--- config.mk ---
export PLATFORM = sky130hd
export DESIGN_NAME = i2c_dual_fifo
export DESIGN_NICKNAME = d
export VERILOG_FILES = /design/src/rtl/dfq_pkg.sv /design/src/rtl/dfq_fifo.sv /design/src/rtl/dfq_trig.sv /design/src/rtl/i2c_dual_fifo.sv
export SDC_FILE = /design/constraint.sdc
export NUM_CORES = 1
export LEC_CHECK = 0
export BUFFER_PORTS_ARGS = -buffer_cell sky130_fd_sc_hd__buf_2
export CORE_ASPECT_RATIO = 0.5
export CORE_UTILIZATION = 35
export CTS_BUF_LIST = sky130_fd_sc_hd__clkbuf_16
export CTS_CLUSTER_DIAMETER = 40
export DETAILED_ROUTE_END_ITERATION = 12
export GPL_TIMING_DRIVEN = 0
export PLACE_DENSITY_LB_ADDON = 0.12
export REMOVE_ABC_BUFFERS = 1
export SYNTH_ARGS = -nofsm -noshare
export SYNTH_HDL_FRONTEND = slang
export SYNTH_SLANG_ARGS = --single-unit
--- constraint.sdc ---
create_clock -name clk -period 3.6 [get_ports clk]
set_clock_uncertainty 0.05 [all_clocks]
set_input_delay 0.18 -clock clk [delete_from_list [all_inputs] [get_ports clk]]
set_output_delay 0.18 -clock clk [all_outputs]
set_load 0.005 [all_outputs]
--- src/rtl/dfq_pkg.sv ---
package dfq_pkg;
  typedef enum logic [2:0] {
    RA_CTRL  = 3'd0,
    RA_STAT  = 3'd1,
    RA_IEN   = 3'd2,
    RA_DATA  = 3'd3,
    RA_RXCNT = 3'd4,
    RA_TXCNT = 3'd5
  } reg_addr_e;

  localparam int FL_TXLOW  = 0;
  localparam int FL_RXHIT  = 1;
  localparam int FL_TXEND  = 2;
  localparam int FL_ERR    = 3;
  localparam int NFLAG     = 4;
  localparam int NIRQ      = 3;
endpackage

--- src/rtl/dfq_fifo.sv ---
module dfq_fifo #(
  parameter int W     = 8,
  parameter int DEPTH = 16,
  localparam int AW   = $clog2(DEPTH),
  localparam int CW   = $clog2(DEPTH + 1)
) (
  input  logic          clk,
  input  logic          rst,
  input  logic          flush,
  input  logic          push,
  input  logic [W-1:0]  pdata,
  input  logic          pop,
  output logic [W-1:0]  qdata,
  output logic [CW-1:0] cnt,
  output logic          full,
  output logic          empty
);
  logic [W-1:0]  mem [DEPTH];
  logic [AW-1:0] wp, rp;
  logic          push_ok, pop_ok;

  assign full    = (cnt == CW'(DEPTH));
  assign empty   = (cnt == '0);
  assign push_ok = push && !full && !flush;
  assign pop_ok  = pop && !empty && !flush;

  // storage without reset so the array maps to RAM
  always_ff @(posedge clk) begin
    if (push_ok) mem[wp] <= pdata;
  end
  assign qdata = mem[rp];

  always_ff @(posedge clk) begin
    if (rst || flush) begin
      wp  <= '0;
      rp  <= '0;
      cnt <= '0;
    end else begin
      if (push_ok) wp <= (wp == AW'(DEPTH - 1)) ? '0 : wp + AW'(1);
      if (pop_ok)  rp <= (rp == AW'(DEPTH - 1)) ? '0 : rp + AW'(1);
      case ({push_ok, pop_ok})
        2'b10:   cnt <= cnt + CW'(1);
        2'b01:   cnt <= cnt - CW'(1);
        default: cnt <= cnt;
      endcase
    end
  end

  // occupancy never exceeds the depth
  a_r11_no_overflow: assert property (@(posedge clk) disable iff (rst)
    cnt <= CW'(DEPTH));
  // a push into a full queue without a pop leaves the count unchanged
  a_r8_full_push_dropped: assert property (@(posedge clk) disable iff (rst)
    (full && push && !pop && !flush) |=> (cnt == CW'(DEPTH)));
  // an accepted lone push grows the count by one
  a_r2_push_grows: assert property (@(posedge clk) disable iff (rst)
    (push && !full && !pop && !flush) |=> (cnt == $past(cnt) + CW'(1)));
  // flush empties the queue
  a_r9_flush_empties: assert property (@(posedge clk) disable iff (rst)
    flush |=> empty);
endmodule

--- src/rtl/dfq_trig.sv ---
module dfq_trig #(
  parameter int DEPTH = 16,
  localparam int NW   = $clog2(DEPTH),
  localparam int CW   = $clog2(DEPTH + 1)
) (
  input  logic [CW-1:0] tx_cnt,
  input  logic [CW-1:0] rx_cnt,
  input  logic [1:0]    tx_code,
  input  logic [NW-1:0] rx_n,
  output logic          tx_low,
  output logic          rx_hit
);
  localparam logic [CW-1:0] LVL_HALF   = CW'(DEPTH / 2);
  localparam logic [CW-1:0] LVL_QUART  = CW'(DEPTH / 4);
  localparam logic [CW-1:0] LVL_EIGHTH = CW'(DEPTH / 8);

  logic [CW-1:0] tx_lvl;
  logic [CW-1:0] rx_need;

  always_comb begin
    case (tx_code)
      2'd0:    tx_lvl = LVL_HALF;
      2'd1:    tx_lvl = LVL_QUART;
      2'd2:    tx_lvl = LVL_EIGHTH;
      default: tx_lvl = '0;
    endcase
  end

  assign rx_need = {1'b0, rx_n} + CW'(1);
  assign tx_low  = (tx_cnt <= tx_lvl);
  assign rx_hit  = (rx_cnt >= rx_need);
endmodule

--- src/rtl/i2c_dual_fifo.sv ---
module i2c_dual_fifo
  import dfq_pkg::*;
#(
  parameter int DATA_W = 8,
  parameter int DEPTH  = 16,
  localparam int NW    = $clog2(DEPTH),
  localparam int CW    = $clog2(DEPTH + 1)
) (
  input  logic              clk,
  input  logic              rst,
  input  logic              reg_wr,
  input  logic              reg_rd,
  input  logic [2:0]        reg_addr,
  input  logic [DATA_W-1:0] reg_wdata,
  output logic [DATA_W-1:0] reg_rdata,
  output logic              tx_valid,
  input  logic              tx_ready,
  output logic [DATA_W-1:0] tx_data,
  input  logic              rx_valid,
  output logic              rx_ready,
  input  logic [DATA_W-1:0] rx_data,
  input  logic              eng_idle,
  output logic              tx_end_hold,
  output logic              irq
);
  logic wr_ctrl, wr_stat, wr_ien, wr_data, rd_data;
  logic tx_flush, rx_flush;
  logic [1:0]       tx_code;
  logic [NW-1:0]    rx_n;
  logic [NIRQ-1:0]  ien;
  logic [NFLAG-1:0] flags, flag_set;
  logic [CW-1:0]    tx_cnt, rx_cnt;
  logic             tx_full, tx_empty, rx_full, rx_empty;
  logic [DATA_W-1:0] rx_q;
  logic             tx_low, rx_hit, err_set;

  assign wr_ctrl = reg_wr && (reg_addr == RA_CTRL);
  assign wr_stat = reg_wr && (reg_addr == RA_STAT);
  assign wr_ien  = reg_wr && (reg_addr == RA_IEN);
  assign wr_data = reg_wr && (reg_addr == RA_DATA);
  assign rd_data = reg_rd && (reg_addr == RA_DATA);

  assign tx_flush = wr_ctrl && reg_wdata[0];
  assign rx_flush = wr_ctrl && reg_wdata[1];

  dfq_fifo #(.W(DATA_W), .DEPTH(DEPTH)) u_txq (
    .clk(clk), .rst(rst), .flush(tx_flush),
    .push(wr_data), .pdata(reg_wdata),
    .pop(tx_ready), .qdata(tx_data),
    .cnt(tx_cnt), .full(tx_full), .empty(tx_empty)
  );

  dfq_fifo #(.W(DATA_W), .DEPTH(DEPTH)) u_rxq (
    .clk(clk), .rst(rst), .flush(rx_flush),
    .push(rx_valid), .pdata(rx_data),
    .pop(rd_data), .qdata(rx_q),
    .cnt(rx_cnt), .full(rx_full), .empty(rx_empty)
  );

  assign tx_valid = !tx_empty;
  assign rx_ready = !rx_full;

  dfq_trig #(.DEPTH(DEPTH)) u_trig (
    .tx_cnt(tx_cnt), .rx_cnt(rx_cnt),
    .tx_code(tx_code), .rx_n(rx_n),
    .tx_low(tx_low), .rx_hit(rx_hit)
  );

  // control fields
  always_ff @(posedge clk) begin
    if (rst) begin
      tx_code <= '0;
      rx_n    <= '0;
      ien     <= '0;
    end else begin
      if (wr_ctrl) begin
        tx_code <= reg_wdata[3:2];
        rx_n    <= reg_wdata[4 +: NW];
      end
      if (wr_ien) ien <= reg_wdata[NIRQ-1:0];
    end
  end

  // status flags: set by condition, cleared by writing zero
  assign err_set = (wr_data && tx_full) || (rd_data && rx_empty);

  always_comb begin
    flag_set           = '0;
    flag_set[FL_TXLOW] = tx_low;
    flag_set[FL_RXHIT] = rx_hit;
    flag_set[FL_TXEND] = tx_empty && eng_idle;
    flag_set[FL_ERR]   = err_set;
  end

  always_ff @(posedge clk) begin
    if (rst) begin
      flags <= '0;
      irq   <= 1'b0;
    end else begin
      flags <= (wr_stat ? (flags & reg_wdata[NFLAG-1:0]) : flags) | flag_set;
      irq   <= |(flags[NIRQ-1:0] & ien);
    end
  end

  assign tx_end_hold = flags[FL_TXEND];

  // registered read port
  always_ff @(posedge clk) begin
    if (rst) begin
      reg_rdata <= '0;
    end else if (reg_rd) begin
      case (reg_addr)
        RA_CTRL:  reg_rdata <= DATA_W'({rx_n, tx_code, 2'b00});
        RA_STAT:  reg_rdata <= DATA_W'(flags);
        RA_IEN:   reg_rdata <= DATA_W'(ien);
        RA_DATA:  reg_rdata <= rx_empty ? '0 : rx_q;
        RA_RXCNT: reg_rdata <= DATA_W'(rx_cnt);
        RA_TXCNT: reg_rdata <= DATA_W'(tx_cnt);
        default:  reg_rdata <= '0;
      endcase
    end
  end

  // transmit end persists until a status write clears it
  a_r6_tend_sticky: assert property (@(posedge clk) disable iff (rst)
    (tx_end_hold && !wr_stat) |=> tx_end_hold);
  // error bit persists until a status write clears it
  a_r8_err_sticky: assert property (@(posedge clk) disable iff (rst)
    (flags[FL_ERR] && !wr_stat) |=> flags[FL_ERR]);
  // no enabled flag means no interrupt on the next cycle
  a_r10_irq_masked: assert property (@(posedge clk) disable iff (rst)
    ((flags[NIRQ-1:0] & ien) == '0) |=> !irq);
  // an enabled flag raises the interrupt on the next cycle
  a_r10_irq_raised: assert property (@(posedge clk) disable iff (rst)
    ((flags[NIRQ-1:0] & ien) != '0) |=> irq);
  // receive handshake refuses bytes when full
  a_r11_rx_full_block: assert property (@(posedge clk) disable iff (rst)
    rx_full |-> !rx_ready);
endmodule

== Word level (Yosys, flattened, before mapping) ==
Memories as Yosys holds them, arrays and structs flattened. A register that Yosys moved wholly into a read port is not among the register bits.
Index checks and enable logic that the tools add are counted.
Cells by class
  add/sub/neg operators: 9
  order comparisons: 2
  equality and inequality tests: 17
  mux-type cells: 18
  bitwise logic cells: 3
  reductions and logical operators: 34
Operators with widths (count)
  $pmux W8 S6: 1
  $mux W4: 9
  $pmux W5 S2: 2
  $logic_and A1 B1 Y1: 18
  $add A4 B1 Y4 const B: 4
  $eq A4 B4 Y1 const B: 4
  $pmux W4 S3: 1
  $add A5 B1 Y5 const B: 2
  $eq A5 B5 Y1 const B: 2
  $logic_not A5 Y1: 2
  $sub A5 B1 Y5 const B: 2
  $mux W8: 1
  $eq A2 B1 Y1 const B: 3
  $eq A2 B2 Y1 const B: 3
  $eq A3 B2 Y1 const B: 2
  $eq A3 B3 Y1 const B: 2
  $logic_not A1 Y1: 6
  $add A4 B1 Y5 const B: 1
  $ge A5 B5 Y1: 1
  $le A5 B4 Y1: 1
  $and A4 B4 Y4: 1
  $mux W1: 4
  $or A4 B4 Y4: 1
  $reduce_bool A2 Y1: 2
  6 further kinds: 8
Word-level totals
  register bits: 48
  bits in writable memories: 256
  input bits: 26
  output and inout port bits: 20
  word-level logic and storage cells: 97
  memories kept: 2
Memory list
  u_rxq.mem: depth 16, bits a word 8, read ports 1, clocked after memory_dff 1, write ports 1, RTL line dfq_fifo.sv:18  | logic [W-1:0] mem [DEPTH];
  u_txq.mem: depth 16, bits a word 8, read ports 1, clocked after memory_dff 1, write ports 1, RTL line dfq_fifo.sv:18

== Longest topological paths before layout ==
Gate-level depths: netlist of the first run.
  depth in word-level cells: 7
  gate-level depth with buffers: 16
  gate-level depth less buffers: 13

== By module ==
Synthesis of the first run repeated with hierarchy kept, for this count alone.
Unflattened totals
  cells, all modules: 762
  area total of the unflattened synthesis: 13207.7 um^2
Modules (own cells, without submodules)
  dfq_fifo: times used 2, cells each 302, area an instance 5911.9 um^2, seq. area each 4184.0 um^2
  i2c_dual_fifo: times used 1, cells each 126, area an instance 1138.6 um^2, seq. area each 440.4 um^2
  dfq_trig: times used 1, cells each 32, area an instance 245.2 um^2, seq. area each 0.0 um^2

== Worst setup path after synthesis of the first run ==
OpenSTA, ideal clock, no wires.
  path kind: register -> register
  start point: register u_rxq.cnt[1]
  end point: register u_rxq.cnt[4]
  library setup time: 0.117 ns
  arrival: 2.938 ns
  data required time: 3.433 ns
  setup slack: 0.495 ns
  cell stages (with the launch flop): 15
  path buffers: 2
  clock period less this slack: 3.105 ns
  cell sequence: dfxtp_1 -> buf_6 -> or4_4 -> o21ai_4 -> inv_1 -> ha_1 -> clkbuf_1 -> xor2_1 -> ha_1 -> or4_1 -> o221ai_1 -> a221oi_2 -> mux2i_1 -> xor2_1 -> nor2_1
Between the ends
  longest elaborated chain between the ends: 6
  elaborated cells between the ends (all ways): 14
  those cells by class: add/sub (2); eq/ne (3); mux (1); reduce/logical (8)
RTL lines
  start: declaration: RTL line dfq_fifo.sv:14  | output logic [CW-1:0] cnt,
  start signal: assignment: RTL line dfq_fifo.sv:42  | 2'b10: cnt <= cnt + CW'(1);
  start signal: assignment: RTL line dfq_fifo.sv:43  | 2'b01: cnt <= cnt - CW'(1);
  start signal: assignment: RTL line dfq_fifo.sv:44  | default: cnt <= cnt;
  $logic_not A5 Y1 (*): RTL line dfq_fifo.sv:23  | assign empty = (cnt == '0);
  $logic_not A1 Y1 (*): RTL line dfq_fifo.sv:25  | assign pop_ok = pop && !empty && !flush;
  $logic_and A1 B1 Y1 (*) (2 in a row): RTL line dfq_fifo.sv:25
  via u_rxq.pop_ok: RTL line dfq_fifo.sv:20  | logic push_ok, pop_ok;
  $eq A2 B1 Y1 / $eq A2 B2 Y1 (equally long branches): RTL line dfq_fifo.sv:41  | case ({push_ok, pop_ok})
  $pmux W5 S2 / $reduce_bool A2 Y1 (equally long branches)
The timed path passes the listed nets; every way through them passes the cells marked *.
A chain may end at the register's enable or synchronous reset.

== Worst setup path in the final report of the first run ==
  start point: register u_rxq.cnt[0]
  end point: register u_rxq.cnt[4]
Same word-level chain as after synthesis.

==> impl_metrics.py, run 1 <==
metrics = {
    "global_routing": {
        "grt.overflow.total": 0,
        "grt_use_met1_pct": 22.9,
        "grt.total_usage_pct": 15.9,
        "gr-usage-met3_pct": 3.00,
        "antenna_found_initial": 0,
        "grt_pass1_wl_um": 44100,
        "grt_use_met2_pct": 25.2,
        "top_usage_layer": "met2",
        "grt_start_max_net_pins": 33,
        "grt_pass1_vias": 7013,
    },
    "placement": {
        "io_buffers": 45,
        "dp_hpwl_um": 18600,
        "gp_congestion": 0.763,
        "place_ws_ns": -0.0834,
    },
    "final_layout": {
        "area_delta_synth_final_pct": 15.2,
        "nets": 886,
        "diodes": 0,
        "drive_gt1_share_pct": 23.3,
        "most-common-layout-cells": "edfxtp_1, mux4_2, nor2_1, dfxtp_1, nand2_1",
        "fill_cells": 3242,
        "fin_util_pct": 41.2,
        "multi_input_area_sq_um": 3850,
        "final_common_cell": "edfxtp_1",
        "seq_area_sq_um": 8820,
    },
    "power_and_ir_drop": {
        "max-vdd-ir-drop_v": 0.000258,
        "powerDensity_nw_per_um2": 544,
        "power_leakage_nw": 4.86,
        "p_sw_mw": 1.87,
        "swShare_pct": 23.1,
        "p_clk_share_pct": 43.7,
        "pwr-share-comb_pct": 6.8,
        "p_seq_share_pct": 49.5,
        "finalPower_mw": 8.10,
        "internal-power_mw": 6.23,
    },
    "clock_network": {
        "root_buffer": "clkbuf_16",
        "cts_tree": "built",
        "cts_sinks": 312,
        "cts_made_buffers": 35,
        "clk_latency_ns": 0.54,
        "clk_path_buf_depth": 3,
        "cts_max_level": 2,
        "clk_pin_slew_worst_paths_ns": 0.07,
    },
    "sta": {
        "tightest_slew_ns": 0.964,
        "min_period_ns": 3.34,
        "max_freq_mhz": 300,
        "maxSlewHeadroom_pct": 35.5,
        "fin_crit_sh_pct": 92.7,
        "timing_hold_violations_final": 0,
        "fin_ws_ns": 0.264,
        "finalSetupViolCount": 0,
        "rsz0062_at_grt": "no",
        "slew_viol_final": 0,
    },
    "hold_path": {
        "hold_path_class": "in2reg",
    },
    "drt": {
        "first_pass_iters": 5,
        "antenna_left": 0,
        "drt_iter0_markers": 508,
        "drc": 0,
        "routedWlPerCell_um": 21.7,
        "drt-vias-per-instance": 5.14,
        "via_count": 6930,
        "wl_um": 29300,
    },
    "yosys": {
        "syn_area_per_cell_sq_um": 16.6,
        "ys_ff_latch": 312,
        "syn_inst": 780,
        "syn_area_sq_um": 12900,
        "synthDistinctLibCells": 58,
        "synthArstFlopShare_pct": 0,
        "ys_dominant_reg_cell": "edfxtp_1",
        "ys_warn_count": 0,
        "ys_seq_area_share_pct": 68.2,
        "synth-edff-count": 256,
    },
    "floorplanning": {
        "num_rows": 49,
        "initial_core_util_pct": 35.8,
        "dieHeight_um": 138,
        "die_area_sq_um": 37700,
        "io_pins": 46,
        "die_w_um": 274,
        "core_area_sq_um": 36100,
    },
    "critical_path": {
        "slowest_delay_ns": 0.60,
        "start_kind": "flop",
        "critPathRequiredTime_ns": 3.94,
        "cp_top_family": "simple AND/OR/NAND/NOR gates",
        "slowest_stage": "or4_4",
        "worstPathArrival_ns": 3.67,
        "critPathKind": "reg2reg",
        "end_kind": "flop",
        "critPathBufInv": 1,
        "path_cells": "or4_4 -> o21ai_4 -> inv_1 -> ha_1 -> xor2_1 -> ha_1 -> or4_1 -> o221ai_1 -> a221oi_2 -> mux2i_1 -> xor2_1 -> nor2_1",
        "cp_max_fo": 9,
    },
    "outcome": {
        "status": "complete, no violations",
    },
    "flow_run": {
        "cap_violations": 0,
    },
}
routing by layer:
metal,up-vias,wire length [um]
li1,3198,-
met1,3551,14300
met5,-,0
met3,35,1230
met4,0,384
met2,146,13400
metrics by stage:
step / cells / hold slack (ns) / setup TNS [ns] / instance area (sq um)
finish: 1347 / 0.0225 / 0 / 14900
global route: 1347 / 0.00761 / 0 / 14900
CTS: 1343 / 0.00911 / 0 / 14800
detailed placement: 1271 / 0.418 / -0.0834 / 13600
global placement: 1268 / 0.413 / -2.48 / 13500
floorplan: 739 / 0.199 / 0 / 12700
worst reg2reg max path, cell delays in order, from the launching register on:
cell	delay, ns
dfxtp_1	0.40
or4_4	0.60
o21ai_4	0.25
inv_1	0.16
ha_1	0.34
xor2_1	0.18
ha_1	0.24
or4_1	0.41
o221ai_1	0.10
a221oi_2	0.06
mux2i_1	0.19
xor2_1	0.17
nor2_1	0.05
area by class of cell:
class | count | share of cell area [%]
inverters | 20 | 0.504
clock buffers | 35 | 5.88
clock inverters | 29 | 1.76
repair buffers | 60 | 2.66
flip-flops and latches | 312 | 59.2
multi-input cells | 407 | 25.9
well taps | 484 | 4.07
synthesized netlist by cell type, drive strengths merged, types with 2 or more instances:
library cell | count | area share [%]
a21o | 3 | 0.17
a21oi | 37 | 1.5
a221oi | 5 | 0.44
a222oi | 4 | 0.31
a22oi | 17 | 0.99
a311oi | 5 | 0.34
a31oi | 4 | 0.19
and2 | 11 | 0.53
and3 | 10 | 0.48
and4b | 2 | 0.15
buf | 22 | 1.1
clkbuf | 19 | 0.55
dfxtp | 56 | 8.7
edfxtp | 256 | 60
ha | 24 | 2.3
inv | 20 | 0.58
mux2i | 10 | 0.77
mux4 | 74 | 13
nand2 | 48 | 1.4
nand2b | 8 | 0.39
nand3 | 9 | 0.35
nand3b | 3 | 0.17
nor2 | 52 | 1.5
nor2b | 10 | 0.48
nor3 | 10 | 0.39
nor4 | 3 | 0.19
o21ai | 24 | 1.0
or3 | 2 | 0.097
or4 | 3 | 0.20
xnor2 | 3 | 0.20
xor2 | 12 | 0.81
kinds of logic after synthesis:
kind of cell / count (synthesis) / synth area share [%]
flops: 312 / 68.2
simple gates: 174 / 6.65
compound gates: 109 / 5.64
mux: 85 / 13.9
buf+inv: 61 / 2.26
fa+ha+maj: 24 / 2.32
xor+xnor: 15 / 1.02
power by group through the flow:
stage	sequential [mW]	combinational, mW	clock, mW
6_report	4.01	0.546	3.54
5_1_grt	4.02	0.605	3.77
4_1_cts	4.01	0.553	3.62
3_5_place_dp	4.09	0.543	0
3_3_place_gp	4.12	0.498	0
2_1_floorplan	4.09	0.314	0
state kept, by name (all words and copies together), names as in the netlist, named ones only:
register   cells
reg_rdata      8
u_txq.wp       4
irq            1
u_rxq.wp       4
tx_code        2
u_rxq.cnt      5
rx_n           4
flags          4
u_txq.rp       4
u_rxq.mem    128
u_rxq.rp       4
ien            3
u_txq.cnt      5
u_txq.mem    128
worst paths after layout:
path / from / cells past startpoint / slack, ns / endpoint
hold / removal: rx_data[3] / 1 / 0.02 / u_rxq.mem[10][3]$_DFFE_PP_
setup / recovery: u_rxq.cnt[0]$_SDFFE_PP0P_ / 12 / 0.26 / u_rxq.cnt[4]$_SDFFE_PP0P_
setup reg to reg: u_rxq.cnt[0]$_SDFFE_PP0P_ / 12 / 0.26 / u_rxq.cnt[4]$_SDFFE_PP0P_
hold reg to reg: flags[3]$_SDFF_PP0_ / 2 / 0.43 / flags[3]$_SDFF_PP0_
repair_timing:
action,4_1_cts,5_1_grt
resized for setup,1,4
pin swaps,0,1
hold buffers,8,0
cloned,0,0
setup buffers,0,4
endpoints found under the hold margin,65,0
setup endpoints to repair,1,1
No activity file was read; power rests on OpenSTA's default activity.
==> inputs of run 2 (changes only) <==
- clock period: 3.6 -> 3.1 ns (I/O delays scaled with it)
==> impl_metrics.py, run 2 (synthesized netlist as in run 1, its figures left out) <==
metrics = {
    "outcome": {
        "status": "finished with violations",
        "failed_checks": "hold timing",
    },
    "final_layout": {
        "area_delta_synth_final_pct": 16.2,
        "drive_gt1_share_pct": 24.3,
        "final_common_cell": "edfxtp_1",
        "fill_cells": 3232,
        "nets": 892,
        "reg_top3": "u_rxq.mem x128, u_txq.mem x128, reg_rdata x8",
        "postLayoutCellArea_sq_um": 15000,
        "most-common-layout-cells": "edfxtp_1, mux4_2, nor2_1, nand2_1",
        "diodes": 0,
    },
    "drt": {
        "routedWlPerCell_um": 21.6,
        "first_pass_iters": 5,
        "antenna_left": 0,
        "drt-vias-per-instance": 5.20,
        "wl_um": 29300,
        "via_count": 7031,
        "drt_iter0_markers": 527,
        "drc": 0,
    },
    "floorplanning": {
        "io_pins": 46,
        "dieHeight_um": 138,
        "die_w_um": 274,
        "die_area_sq_um": 37700,
        "initial_core_util_pct": 35.8,
        "core_area_sq_um": 36100,
        "num_rows": 49,
    },
    "critical_path": {
        "critPathRequiredTime_ns": 3.44,
        "start_kind": "flop",
        "r2r-end": "u_rxq.cnt[4]$_SDFFE_PP0P_",
        "r2r_slack_ns": 0.17,
        "timing.rr.start": "u_rxq.cnt[0]$_SDFFE_PP0P_",
        "reg2regPathDepth": 12,
        "end_kind": "flop",
        "worstPathArrival_ns": 3.27,
        "critPathKind": "reg2reg",
        "cp_max_fo": 9,
    },
    "clock_network": {
        "cts_tree": "built",
        "clk_pin_slew_worst_paths_ns": 0.06,
        "root_buffer": "clkbuf_16",
        "cts_max_level": 2,
        "cts_made_buffers": 35,
        "clk_latency_ns": 0.53,
        "cts_sinks": 312,
        "clk_path_buf_depth": 3,
    },
    "hold_path": {
        "hold_path_class": "in2reg",
        "holdPathStages": 4,
        "hold_start": "tx_ready",
    },
    "sta": {
        "fin_crit_sh_pct": 94.6,
        "fin_ws_ns": 0.167,
        "timing_hold_violations_final": 1,
        "max_freq_mhz": 341,
        "setup_tns_ns": 0,
        "maxSlewHeadroom_pct": 34.8,
        "tightest_slew_ns": 0.975,
        "rsz0062_at_grt": "no",
        "finalSetupViolCount": 0,
        "slew_viol_final": 0,
        "whs_ns": -0.000176,
        "min_period_ns": 2.93,
    },
    "placement": {
        "gp_congestion": 0.763,
        "place_ws_ns": -0.583,
        "io_buffers": 45,
        "placed_area_sq_um": 13600,
        "dp_hpwl_um": 18600,
    },
    "global_routing": {
        "grt_pass1_vias": 7044,
        "grt_pass1_wl_um": 44300,
        "grt.overflow.total": 0,
        "antenna_found_initial": 0,
        "grt_start_max_net_pins": 33,
        "grt.total_usage_pct": 16.0,
    },
    "power_and_ir_drop": {
        "max-vdd-ir-drop_v": 0.000303,
        "power_leakage_nw": 4.90,
        "powerDensity_nw_per_um2": 629,
    },
    "flow_run": {
        "cap_violations": 0,
    },
}
[run 2: critical path, cell delays in order, from the launching register on]
cell,delay (ns)
dfxtp_2,0.38
or4_4,0.57
o21ai_4,0.19
inv_2,0.11
ha_4,0.20
xor2_1,0.14
ha_2,0.20
or4_1,0.40
o221ai_1,0.10
a221oi_2,0.06
mux2i_1,0.18
xor2_1,0.17
nor2_1,0.05
[run 2: final cells by class]
cell class | count | area [sq um] | share of cell area (%)
timing repair buffer | 66 | 460 | 3.07
tap | 484 | 606 | 4.03
sequential | 312 | 8820 | 58.8
inverter | 20 | 77.6 | 0.517
clock buffer | 35 | 876 | 5.83
clock inverter | 29 | 262 | 1.74
multi-input combinational | 407 | 3910 | 26.0
[run 2: what timing repair did]
action | CTS | global route
pin swaps | 2 | 2
hold buffers | 16 | 0
resized for setup | 11 | 13
buffers inserted | 2 | 0
endpoints found under the hold margin | 147 | 0
setup endpoints to repair | 4 | 2
[run 2: metal layers]
| layer | GRT usage, % | routed length (um) |
|---|---|---|
| met1 | 23.0 | 14300 |
| met4 | 3.54 | 391 |
| met2 | 25.2 | 13400 |
| met5 | 0 | 0 |
| met3 | 2.96 | 1160 |
[run 2: per-stage QoR]
stage | util, % | cells | power [mW] | hold slack [ns]
2_1_floorplan | - | 739 | 5.11 | 0.174
3_3_place_gp | 37.5 | 1268 | 5.37 | 0.388
3_5_place_dp | 37.7 | 1271 | 5.38 | 0.393
4_1_cts | 41.5 | 1353 | 9.54 | 0.00249
5_1_grt | 41.6 | 1353 | 9.79 | 0.00155
6_report | 41.6 | 1353 | 9.44 | -0.000176
[run 2: worst max-delay path by stage]
| stage | start | end |
|---|---|---|
| finish | u_rxq.cnt[0]$_SDFFE_PP0P_ | u_rxq.cnt[4]$_SDFFE_PP0P_ |
| CTS | u_rxq.cnt[1]$_SDFFE_PP0P_ | u_rxq.cnt[4]$_SDFFE_PP0P_ |
| floorplan | u_rxq.cnt[1]$_SDFFE_PP0P_ | u_rxq.cnt[4]$_SDFFE_PP0P_ |
| detailed placement | u_rxq.cnt[1]$_SDFFE_PP0P_ | u_rxq.cnt[4]$_SDFFE_PP0P_ |
| global placement | flop | reg_rdata[1]$_SDFFE_PP0P_ |
| global route | u_rxq.cnt[0]$_SDFFE_PP0P_ | u_rxq.cnt[4]$_SDFFE_PP0P_ |
[run 2: power by group]
group	switching, mW	internal [mW]
Sequential	0.0789	4.58
Clock	1.75	2.36
Combinational	0.355	0.315
==> inputs of run 3 (changes only) <==
- SYNTH_HIERARCHICAL: unset -> 1
==> impl_metrics.py, run 3 <==
metrics = {
    "power_and_ir_drop": {
        "max-vdd-ir-drop_v": 0.000366,
        "power_leakage_nw": 5.07,
        "finalPower_mw": 9.31,
        "powerDensity_nw_per_um2": 612,
    },
    "sta": {
        "tightest_slew_ns": 1.02,
        "min_period_ns": 2.89,
        "finalSetupViolCount": 0,
        "slew_viol_final": 0,
        "timing_hold_violations_final": 0,
        "maxSlewHeadroom_pct": 31.8,
        "max_freq_mhz": 347,
        "whs_ns": 0.0135,
        "setup_tns_ns": 0,
        "fin_crit_sh_pct": 93.1,
        "rsz0062_at_grt": "no",
    },
    "yosys": {
        "syn_area_sq_um": 13200,
        "synth_top_cell_by_area": "edfxtp_1",
        "yosysMostFrequentCell": "edfxtp_1",
        "ys_dominant_reg_cell": "edfxtp_1",
        "synth_area_leaders": "edfxtp_1, mux4_2, dfxtp_1",
        "syn_inst": 762,
        "synthDistinctLibCells": 57,
        "synthTopCellsByCount": "edfxtp_1, dfxtp_1, mux4_2",
        "ys_seq_area_share_pct": 66.7,
        "ys_ff_latch": 312,
        "synthArstFlopShare_pct": 0,
        "synth-edff-count": 256,
        "netlist.area_leader.share_pct": 58.2,
        "syn_area_per_cell_sq_um": 17.3,
        "ys_warn_count": 6,
    },
    "clock_network": {
        "clk_latency_ns": 0.52,
        "clk_pin_slew_worst_paths_ns": 0.06,
        "cts_sinks": 312,
        "cts_made_buffers": 35,
        "cts_max_level": 2,
        "root_buffer": "clkbuf_16",
        "cts_tree": "built",
        "clk_path_buf_depth": 3,
    },
    "drt": {
        "first_pass_iters": 5,
        "drt_iter0_markers": 372,
        "routedWlPerCell_um": 20.6,
        "via_count": 6758,
        "drt-vias-per-instance": 5.07,
        "wl_um": 27500,
        "antenna_left": 0,
        "drc": 0,
    },
    "outcome": {
        "status": "complete, no violations",
    },
    "floorplanning": {
        "die_area_sq_um": 38600,
        "die_w_um": 277,
        "num_rows": 49,
        "io_pins": 46,
        "dieHeight_um": 139,
        "core_area_sq_um": 36500,
        "initial_core_util_pct": 36.1,
    },
    "global_routing": {
        "grt.overflow.total": 0,
        "grt_pass1_vias": 7092,
        "grt_start_max_net_pins": 33,
        "grt.total_usage_pct": 14.7,
        "antenna_found_initial": 0,
        "grt_pass1_wl_um": 43200,
    },
    "placement": {
        "io_buffers": 45,
        "gp_congestion": 0.745,
        "dp_hpwl_um": 17900,
    },
    "critical_path": {
        "critPathRequiredTime_ns": 3.49,
        "start_kind": "flop",
        "end_kind": "flop",
        "slowest_delay_ns": 0.58,
        "path_cells": "or4_4 -> o21ai_2 -> inv_2 -> ha_1 -> xor2_1 -> ha_1 -> a21oi_1 -> xor2_1 -> or3_1 -> a21oi_1",
        "worstPathArrival_ns": 3.27,
        "critPathKind": "reg2reg",
        "slowest_stage": "or4_4",
        "cp_max_fo": 10,
    },
    "hold_path": {
        "hold_path_class": "in2reg",
    },
    "final_layout": {
        "area_delta_synth_final_pct": 15.1,
        "nets": 876,
        "fin_util_pct": 41.6,
        "reg_top3": "u_rxq/mem x128, u_txq/mem x128, reg_rdata x8",
        "most-common-layout-cells": "edfxtp_1, dfxtp_1, mux4_2, buf_2, nor2_1",
        "drive_gt1_share_pct": 22.1,
        "final_common_cell": "edfxtp_1",
        "diodes": 0,
    },
    "flow_run": {
        "cap_violations": 0,
    },
}
-- run 3: changes by cell type after synthesis, sizes merged, moves of 10 or more --
cell and delta:
nand2 -24, nor2 -10, o21ai -14, mux2i +12, a22oi -16, and3 +16
-- run 3: worst paths after layout --
kind / start / end / slack [ns] / cells past startpoint
worst max-delay path: u_txq/cnt[1]$_SDFFE_PP0P_ / u_txq/cnt[2]$_SDFFE_PP0P_ / 0.21 / 10
worst min-delay path: reg_wdata[3] / u_txq/mem[12][3]$_DFFE_PP_ / 0.01 / 1
worst min register to register: reg_rdata[3]$_SDFFE_PP0P_ / reg_rdata[3]$_SDFFE_PP0P_ / 0.44 / 2
worst max register to register: u_txq/cnt[1]$_SDFFE_PP0P_ / u_txq/cnt[2]$_SDFFE_PP0P_ / 0.21 / 10
-- run 3: routing by layer --
layer | wire length (um) | vias to the layer above | global-route usage (%)
met5 | 0 | - | 0
li1 | - | 3180 | -
met1 | 12600 | 3470 | 19.7
met4 | 352 | 0 | 3.01
met3 | 1080 | 29 | 3.14
met2 | 13400 | 79 | 24.7
-- run 3: per-stage QoR --
| stage | setup slack [ns] | cells | instance area (sq um) |
|---|---|---|---|
| detailed placement | -0.412 | 1254 | 13800 |
| global placement | -0.711 | 1250 | 13800 |
| CTS | 0.0169 | 1330 | 15200 |
| floorplan | 0.152 | 721 | 12900 |
| finish | 0.214 | 1333 | 15200 |
| global route | 0.0104 | 1333 | 15200 |
-- run 3: final cells by class --
type | instances | area (sq um)
Sequential cell | 312 | 8810
Tap cell | 484 | 606
Clock inverter | 24 | 228
Clock buffer | 37 | 926
Multi-Input combinational cell | 382 | 4060
Inverter | 27 | 101
Fill cell | 3269 | 21300
Timing Repair Buffer | 67 | 469
-- run 3: kinds of logic after synthesis --
family | count (synthesis) | share of synthesized area, %
AND/OR/NAND/NOR | 154 | 6.56
adder cells (fa/ha/maj) | 25 | 2.37
flip-flops | 312 | 66.7
XOR/XNOR | 14 | 0.928
AO/OA/AOI/OAI | 84 | 4.23
buffers and inverters | 68 | 2.86
multiplexers | 105 | 16.4
-- run 3: critical path, delay by kind of cell (launching register included) --
family	cells	cell delay [ns]
AND/OR/NAND/NOR	2	0.89
buffers and inverters	1	0.10
XOR/XNOR	2	0.27
flip-flops	1	0.45
adder cells (fa/ha/maj)	2	0.54
AO/OA/AOI/OAI	3	0.51
-- run 3: repair_timing --
action | in CTS | in global routing
endpoints found under the setup margin | 1 | 5
setup buffers | 0 | 3
endpoints found under the hold margin | 207 | 0
hold buffers | 15 | 0
pin swaps | 0 | 2
resized for setup | 1 | 4
-- run 3: power by group --
part / internal, mW / switching (mW)
Combinational: 0.246 / 0.273
Clock: 2.44 / 1.70
Sequential: 4.58 / 0.0636
Total: 7.27 / 2.04
